===== src/rtl/alu8_pkg.sv =====
package alu8_pkg;
    localparam int DW = 8;
    localparam int WW = 16;

    typedef enum logic [3:0] {
        OP_ADD  = 4'd0,
        OP_ADC  = 4'd1,
        OP_SUB  = 4'd2,
        OP_SBC  = 4'd3,
        OP_AND  = 4'd4,
        OP_OR   = 4'd5,
        OP_XOR  = 4'd6,
        OP_SHL  = 4'd7,
        OP_SHR  = 4'd8,
        OP_ROL  = 4'd9,
        OP_ROR  = 4'd10,
        OP_DADJ = 4'd11,
        OP_MV8  = 4'd12,
        OP_MV16 = 4'd13,
        OP_RSV0 = 4'd14,
        OP_RSV1 = 4'd15
    } alu_op_e;

    typedef struct packed {
        logic v;
        logic h;
        logic n;
        logic z;
        logic c;
    } ccr_t;

    typedef struct packed {
        logic [DW-1:0] res;
        ccr_t          ccr;
    } alu_state_t;
endpackage


===== src/rtl/alu8_addsub.sv =====
module alu8_addsub #(
    parameter int W = 8
) (
    input  logic [W-1:0] a,
    input  logic [W-1:0] b,
    input  logic         cin,
    input  logic         sub,
    output logic [W-1:0] sum,
    output logic         cout,
    output logic         half,
    output logic         ovf
);
    localparam int HB = W / 2;

    logic [W:0]  wide_sum;
    logic [HB:0] low_sum;

    always_comb begin
        if (sub) begin
            wide_sum = {1'b0, a} - {1'b0, b} - {{W{1'b0}}, cin};
        end else begin
            wide_sum = {1'b0, a} + {1'b0, b} + {{W{1'b0}}, cin};
        end
        low_sum = {1'b0, a[HB-1:0]} + {1'b0, b[HB-1:0]} + {{HB{1'b0}}, cin};
        sum  = wide_sum[W-1:0];
        cout = wide_sum[W];
        half = low_sum[HB];
        if (sub) begin
            ovf = (a[W-1] & ~b[W-1] & ~sum[W-1]) | (~a[W-1] & b[W-1] & sum[W-1]);
        end else begin
            ovf = (a[W-1] & b[W-1] & ~sum[W-1]) | (~a[W-1] & ~b[W-1] & sum[W-1]);
        end
    end
endmodule


===== src/rtl/alu8_shift.sv =====
module alu8_shift #(
    parameter int W = 8
) (
    input  logic [W-1:0] a,
    input  logic         cin,
    input  logic         right,
    input  logic         rotate,
    output logic [W-1:0] r,
    output logic         cout
);
    logic fill;

    always_comb begin
        fill = rotate ? cin : 1'b0;
        if (right) begin
            r    = {fill, a[W-1:1]};
            cout = a[0];
        end else begin
            r    = {a[W-2:0], fill};
            cout = a[W-1];
        end
    end
endmodule


===== src/rtl/alu8_decadj.sv =====
module alu8_decadj (
    input  logic [7:0] a,
    input  logic       h_in,
    input  logic       c_in,
    output logic [7:0] r,
    output logic       c_out
);
    logic       lo_fix;
    logic       hi_fix;
    logic [8:0] mid;

    always_comb begin
        lo_fix = h_in | (a[3:0] > 4'd9);
        mid    = {1'b0, a} + (lo_fix ? 9'h006 : 9'h000);
        hi_fix = c_in | mid[8] | (mid[7:4] > 4'd9);
        r      = mid[7:0] + (hi_fix ? 8'h60 : 8'h00);
        c_out  = c_in | hi_fix;
    end
endmodule


===== src/rtl/alu8_ccr.sv =====
module alu8_ccr
    import alu8_pkg::*;
#(
    parameter int DATA_W = 8,
    parameter int MOVE_W = 16
) (
    input  logic              clk,
    input  logic              rst_n,
    input  logic              en,
    input  logic [3:0]        op,
    input  logic [DATA_W-1:0] acc,
    input  logic [DATA_W-1:0] opnd,
    input  logic [MOVE_W-1:0] wide,
    input  logic [4:0]        flags_in,
    output logic [DATA_W-1:0] result_q,
    output logic [4:0]        flags_q
);
    localparam int MSB = DATA_W - 1;

    ccr_t       cin_s;
    alu_state_t st_d, st_q;

    logic [DATA_W-1:0] as_sum;
    logic              as_cout, as_half, as_ovf;
    logic              as_sub, as_cin;
    logic [DATA_W-1:0] sh_r;
    logic              sh_cout;
    logic [DATA_W-1:0] da_r;
    logic              da_cout;

    assign cin_s  = ccr_t'(flags_in);
    assign as_sub = (op == OP_SUB) || (op == OP_SBC);
    assign as_cin = ((op == OP_ADC) || (op == OP_SBC)) ? cin_s.c : 1'b0;

    alu8_addsub #(.W(DATA_W)) u_addsub (
        .a(acc), .b(opnd), .cin(as_cin), .sub(as_sub),
        .sum(as_sum), .cout(as_cout), .half(as_half), .ovf(as_ovf)
    );

    alu8_shift #(.W(DATA_W)) u_shift (
        .a(acc), .cin(cin_s.c),
        .right((op == OP_SHR) || (op == OP_ROR)),
        .rotate((op == OP_ROL) || (op == OP_ROR)),
        .r(sh_r), .cout(sh_cout)
    );

    alu8_decadj u_decadj (
        .a(acc[7:0]), .h_in(cin_s.h), .c_in(cin_s.c),
        .r(da_r), .c_out(da_cout)
    );

    always_comb begin
        logic nz8;
        st_d.res = acc;
        st_d.ccr = cin_s;
        nz8      = 1'b1;
        unique case (op)
            OP_ADD, OP_ADC: begin
                st_d.res   = as_sum;
                st_d.ccr.c = as_cout;
                st_d.ccr.h = as_half;
                st_d.ccr.v = as_ovf;
            end
            OP_SUB, OP_SBC: begin
                st_d.res   = as_sum;
                st_d.ccr.c = as_cout;
                st_d.ccr.v = as_ovf;
            end
            OP_AND: begin
                st_d.res   = acc & opnd;
                st_d.ccr.v = 1'b0;
            end
            OP_OR: begin
                st_d.res   = acc | opnd;
                st_d.ccr.v = 1'b0;
            end
            OP_XOR: begin
                st_d.res   = acc ^ opnd;
                st_d.ccr.v = 1'b0;
            end
            OP_SHL, OP_SHR, OP_ROL, OP_ROR: begin
                st_d.res   = sh_r;
                st_d.ccr.c = sh_cout;
                st_d.ccr.v = sh_r[MSB] ^ sh_cout;
            end
            OP_DADJ: begin
                st_d.res   = da_r;
                st_d.ccr.c = da_cout;
            end
            OP_MV8: begin
                st_d.res   = opnd;
                st_d.ccr.v = 1'b0;
            end
            OP_MV16: begin
                st_d.res   = wide[DATA_W-1:0];
                st_d.ccr.v = 1'b0;
                st_d.ccr.n = wide[MOVE_W-1];
                st_d.ccr.z = (wide == '0);
                nz8        = 1'b0;
            end
            default: begin
                nz8 = 1'b0;
            end
        endcase
        if (nz8) begin
            st_d.ccr.n = st_d.res[MSB];
            st_d.ccr.z = (st_d.res == '0);
        end
    end

    always_ff @(posedge clk) begin
        if (!rst_n) begin
            st_q <= '0;
        end else if (en) begin
            st_q <= st_d;
        end
    end

    assign result_q = st_q.res;
    assign flags_q  = st_q.ccr;
endmodule


===== config.mk =====
export PLATFORM = sky130hd
export DESIGN_NAME = alu8_ccr
export DESIGN_NICKNAME = d
export VERILOG_FILES = /design/src/rtl/alu8_pkg.sv /design/src/rtl/alu8_addsub.sv /design/src/rtl/alu8_shift.sv /design/src/rtl/alu8_decadj.sv /design/src/rtl/alu8_ccr.sv
export SDC_FILE = /design/constraint.sdc
export NUM_CORES = 1
export LEC_CHECK = 0
export CORE_AREA = 2 2 87 80
export DETAILED_ROUTE_END_ITERATION = 16
export DIE_AREA = 0 0 89 82
export PLACE_DENSITY = 0.77
export SETUP_SLACK_MARGIN = 0.15
export SLEW_MARGIN = 20
export SYNTH_ARGS = -nofsm -noshare
export SYNTH_HDL_FRONTEND = slang
export SYNTH_HIERARCHICAL = 1
export SYNTH_SLANG_ARGS = --single-unit

===== constraint.sdc =====
create_clock -name clk -period 5.4 [get_ports clk]
set_input_delay 1.35 -clock clk [delete_from_list [all_inputs] [get_ports clk]]
set_output_delay 1.35 -clock clk [all_outputs]
set_load 0.01 [all_outputs]

==> results of run 1 <==
## critical path: cells and delay by family
family / cells / cell delay (ps)
xor gates and xnor gates: 2 / 320
adders and majority gates: 4 / 990
and+or+nand+nor: 3 / 580
AOI/OAI and AO/OA: 7 / 1200
buffers and inverters: 3 / 740
## worst max-delay path by stage
stage,depth (start not counted),end,start
floorplan,17,flags_q[1],op[0]
global placement,18,flags_q[1],acc[1]
detailed placement,19,flags_q[1],acc[3]
CTS,19,flags_q[1],acc[3]
global route,19,flags_q[1],acc[3]
finish,19,flags_q[1],acc[3]
## cell usage after synthesis (7+ instances only)
| cell type | n |
|---|---|
| mux2_4 | 8 |
| a21oi_1 | 24 |
| nand2_1 | 27 |
| mux2i_1 | 17 |
| ha_1 | 42 |
| nand2b_1 | 9 |
| nor2_1 | 31 |
| inv_1 | 47 |
| dfxtp_1 | 13 |
| xnor2_1 | 16 |
| nand3_1 | 8 |
| nor2b_1 | 7 |
| o21ai_0 | 12 |
## per-stage QoR
stage	power, mW	worst slack, ps
final	0.554	340
after global routing	0.592	158
after CTS	0.549	268
after detailed placement	0.462	24.3
after global placement	0.456	215
after floorplan	0.340	628
## cells by family (layout without fill, tap and decap cells)
family                     after synthesis  in the layout  share of synthesized area (%)
buffers and inverters                   69            127                           9.99
xor gates and xnor gates                20             20                           5.98
adders and majority gates               48             48                           21.1
AOI/OAI and AO/OA                       99             99                           24.6
and+or+nand+nor                        110            110                           17.7
muxes                                   31             31                           12.1
DFF                                     13             13                           8.52
## state kept, by name (all words and copies together) (netlist names)
signal,cells
flags_q,5
result_q,8
## cell type report
| class | count | area [µm²] |
|---|---|---|
| flip-flops and latches | 13 | 260 |
| inverters | 48 | 180 |
| fillers | 600 | 2640 |
| multi-input cells | 308 | 2500 |
| repair buffers | 75 | 703 |
| well taps | 90 | 113 |
| clock buffers | 4 | 45.0 |
## metal layers
metal / vias up / GRT usage (%) / share of wire [%]
met2: 199 / 38.5 / 43
met5: - / 0 / 0
met1: 1486 / 37.8 / 45
li1: 1508 / - / -
met3: 18 / 3.42 / 10
met4: 0 / 4.78 / 1.5
## power by group through the flow
stage	sequential (mW)	clock (mW)	combinational (mW)
2_1_floorplan	0.114	0	0.226
4_1_cts	0.108	0.0863	0.354
3_3_place_gp	0.110	0	0.346
3_5_place_dp	0.110	0	0.352
5_1_grt	0.109	0.0885	0.394
6_report	0.108	0.0846	0.361
## timing repair
action	CTS	global route
buffers inserted	0	1
endpoints found under the setup margin	0	2
gates resized for setup	0	3
==> flow_metrics.tcl, run 1 <==
set metrics [dict create \
    max_stage_delay_ps 550 \
    combPwrFrac_pct 65.2 \
    end_kind "register" \
    peakVddDrop_v 0.000138 \
    seq_area_frac_synth_pct 8.52 \
    critPathArrivalTime_ps 5210 \
    slew_headroom_pct 48.6 \
    cp_slowest_cell "clkdlybuf4s50_1" \
    cts_tree "yes" \
    p_leak_nw 1.69 \
    cp_max_fo 3 \
    finalNonFillerCells 538 \
    grt_antenna_before_repair 0 \
    first_pass_iters 5 \
    synthTopCellsByArea "ha_1 (17%), dfxtp_1 (8.5%), inv_1 (5.8%)" \
    die_w_um 89 \
    dpl_cell_area_um2 3740 \
    internal_power_mw 0.331 \
    rsz0062_at_grt "false" \
    setup_violations 0 \
    nets 541 \
    dp_hpwl_mm 7.36 \
    dp.cells 533 \
    worstHoldStart "flags_q[2]" \
    synthCells 390 \
    dieArea_um2 7300 \
    crit_type "primary input to register" \
    grt_pass1_vias 2947 \
    seqPwrFrac_pct 19.6 \
    synth_fp_nets 482 \
    swShare_pct 40.4 \
    core-area_um2 6450 \
    cts_buffer_depth 2 \
    rrSetupSlack_ps 4520 \
    synth_cell_types 71 \
    yosys_warnings 6 \
    final_common_cell "clkdlybuf4s50_1" \
    max_freq_mhz 198 \
    hold_depth 2 \
    final_core_util_pct 59.0 \
    required_ps 5550 \
    start_util_pct 47.4 \
    drt-vias-per-instance 5.97 \
    final.min_clock_period_ps 5060 \
    place_congestion 0.960 \
    p_sw_mw 0.224 \
    hp-class "register to register" \
    synthFlopType "dfxtp_1" \
    drive_gt1_share_pct 11.8 \
    vias 3211 \
    avgSynthCellArea_um2 7.83 \
    synthDominantCellAreaShare_pct 17.2 \
    grt_first_pass_wirelength_mm 14.4 \
    setup_tns_ps 0 \
    fin_skew_ps 0 \
    worstMarginPinSlew_ps 768 \
    reg2regPathDepth 3 \
    synth_top_cell_by_area "ha_1" \
    clk_latency_ps 240 \
    fin_area_um2 3800 \
    grt-ovfl-total 0 \
    drtIter0Drc 300 \
    drv_cap 0 \
    diodes 0 \
    finalCritPeriodShare_pct 93.7 \
    cts_root_buf "clkbuf_8" \
    final_cell_mix "clkdlybuf4s50_1 (56), inv_1 (47), ha_1 (41), nor2_1 (31), nand2_1 (27)" \
    ios 57 \
    hold_slack_ps 473 \
    drcViolationCount 0 \
    synth_edf_count 0 \
    reg2reg_from "flags_q[1]" \
    placementRows 28 \
    antenna_left 0 \
    drv_slew 0 \
    synth_area_um2 3060 \
    clock-sinks 13 \
    grt_max_degree 34 \
    die-height_um 82 \
    status "complete, no violations" \
    detail_route.wl_per_cell_um 17.0 \
    synth-seq-cells 13 \
    cts_hold_buf 0 \
    port_buffers 56 \
    grt_usage_pct 25.2 \
    holdPathEnd "flags_q[2]" \
    finalWirelength_mm 9.16 \
    hold_viol 0 \
    ys_async_sr_fraction_pct 0 \
    htreeDepth 1 \
    clk_pin_slew_ps 50 \
    power_density_nw_per_um2 146 \
    critPathLaunchType "primary input" \
    reg2reg_to "flags_q[1]" \
    clkPwrFrac_pct 15.3 \
    area_growth_pct 24.5 \
    worstPathCellList "clkdlybuf4s50_1 > o21ai_0 > nand2b_1 > ha_2 > fa_2 > buf_4 > nand3_1 > a21oi_2 > a32o_1 > ha_1 > inv_1 > fa_1 > xnor2_1 > xnor2_1 > a32oi_1 > o21a_1 > a32oi_1 > or2_2 > o41ai_2" \
    cts_buffers 3 \
]
Note: power is estimated with default switching activity, not from simulation.
==> run 2: changes to the inputs <==
==> constraint.sdc (replaced) <==
create_clock -name clk -period 5.4 [get_ports clk]
set_input_delay 0.54 -clock clk [delete_from_list [all_inputs] [get_ports clk]]
set_output_delay 0.54 -clock clk [all_outputs]
set_load 0.01 [all_outputs]
==> flow_metrics.tcl, run 2 (synthesis gave the netlist of run 1 again) <==
set metrics [dict create \
    drcViolationCount 0 \
    grt_antenna_before_repair 0 \
    placementRows 28 \
    cts_buffer_depth 2 \
    crit_type "primary input to register" \
    drive_gt1_share_pct 9.55 \
    end_kind "register" \
    area_growth_pct 22.3 \
    fin_skew_ps 0 \
    port_buffers 56 \
    reg2reg_from "flags_q[1]" \
    final.min_clock_period_ps 4420 \
    grt_max_degree 34 \
    setup_tns_ps 0 \
    cts_resized 0 \
    cts_buffers 3 \
    diodes 0 \
    grt-ovfl-total 0 \
    first_pass_iters 5 \
    final_cell_mix "clkdlybuf4s50_1 (56), inv_1 (47), ha_1 (42), nor2_1 (31), nand2_1 (27)" \
    drtIter0Drc 320 \
    dpl_cell_area_um2 3690 \
    peakVddDrop_v 0.000130 \
    htreeDepth 1 \
    power_density_nw_per_um2 148 \
    ios 57 \
    slew_headroom_pct 43.7 \
    hold_viol 0 \
    critPathArrivalTime_ps 4570 \
    die-height_um 82 \
    grt_usage_pct 25.3 \
    detail_route.wl_per_cell_um 17.4 \
    rsz0062_at_grt "false" \
    cts_tree "yes" \
    worstMarginPinSlew_ps 841 \
    dp_hpwl_mm 7.24 \
    p_leak_nw 1.65 \
    critPathLaunchType "primary input" \
    place_congestion 0.970 \
    clock-sinks 13 \
    clk_latency_ps 260 \
    reg2regPathDepth 3 \
    clk_pin_slew_ps 60 \
    cts_hold_buf 0 \
    cp_max_fo 5 \
    fin_area_um2 3740 \
    vias 3165 \
    setup_violations 0 \
    core-area_um2 6450 \
    start_util_pct 47.4 \
    grt_first_pass_wirelength_mm 14.4 \
    reg2reg_to "flags_q[1]" \
    cts_setup_buffers 0 \
    final_common_cell "clkdlybuf4s50_1" \
    finalWirelength_mm 9.24 \
    antenna_left 0 \
    status "complete, no violations" \
    rrSetupSlack_ps 4470 \
    worstSetupEndpoint "flags_q[1]" \
    nets 533 \
    hp-class "register to register" \
    required_ps 5560 \
    cts_root_buf "clkbuf_8" \
    largest_reg_flops 8 \
    die_w_um 89 \
    max_freq_mhz 226 \
    startpoint "acc[2]" \
    drv_cap 0 \
    finalCritPeriodShare_pct 81.8 \
    drv_slew 0 \
    dieArea_um2 7300 \
    grt_pass1_vias 2887 \
    drt-vias-per-instance 5.97 \
]
-- run 2: cell count changes in the layout (fill, tap and decap cells not counted) --
cell / delta
fa_2: -1
ha_1: +1
fa_1: +1
buf_4: -8
ha_2: -1
a21oi_2: -1
a21oi_1: +1
-- run 2: worst min-delay path by stage --
stage                       to        from  depth (start not counted)  slack [ps]
floorplan           flags_q[0]  flags_q[0]                          2         490
global placement    flags_q[2]  flags_q[2]                          2         470
detailed placement  flags_q[2]  flags_q[2]                          2         470
CTS                 flags_q[2]  flags_q[2]                          2         480
global route        flags_q[2]  flags_q[2]                          2         500
finish              flags_q[2]  flags_q[2]                          2         480
-- run 2: layout make-up --
| type | count | area [µm²] |
|---|---|---|
| sequential | 13 | 260 |
| timing repair buffer | 67 | 643 |
| multi-input combinational | 308 | 2490 |
| fill | 611 | 2710 |
| clock buffer | 4 | 45.0 |
| inverter | 48 | 180 |
| tap | 90 | 113 |
-- run 2: power breakdown --
group | leakage (nW) | switching [mW] | internal [mW]
clock network | 0.0228 | 0.0402 | 0.0524
logic | 1.52 | 0.185 | 0.168
registers | 0.107 | 0.00431 | 0.104
-- run 2: critical path: stages --
cell and delay (ps):
clkdlybuf4s50_1 440, o21ai_0 170, nand2b_1 130, ha_1 240
fa_1 510, nor2b_1 180, mux2_4 280, a32o_1 270
ha_1 180, inv_1 70, fa_1 180, xnor2_1 140
xnor2_1 100, a32oi_1 200, o21a_1 140, a32oi_1 140
or2_2 330, o41ai_2 320
-- run 2: routing by layer --
| layer | vias up | GRT usage [%] | part of all wire (%) | routed length [µm] |
|---|---|---|---|---|
| li1 | 1489 | - | - | - |
| met1 | 1493 | 38.5 | 46 | 4240 |
| met2 | 171 | 38.5 | 45 | 4130 |
| met3 | 12 | 2.81 | 8.4 | 779 |
| met4 | 0 | 4.03 | 1.0 | 95 |
| met5 | - | 0 | 0 | 0 |
-- run 2: per-stage QoR --
step / total power, mW / std cells / setup slack, ps / util [%] / hold WS (ps)
floorplan: 0.340 / 390 / 1440 / - / 495
global placement: 0.451 / 526 / 887 / 57.3 / 467
detailed placement: 0.457 / 526 / 763 / 57.3 / 466
CTS: 0.549 / 530 / 1020 / 58.0 / 476
global route: 0.590 / 530 / 776 / 58.0 / 497
finish: 0.554 / 530 / 984 / 58.0 / 477
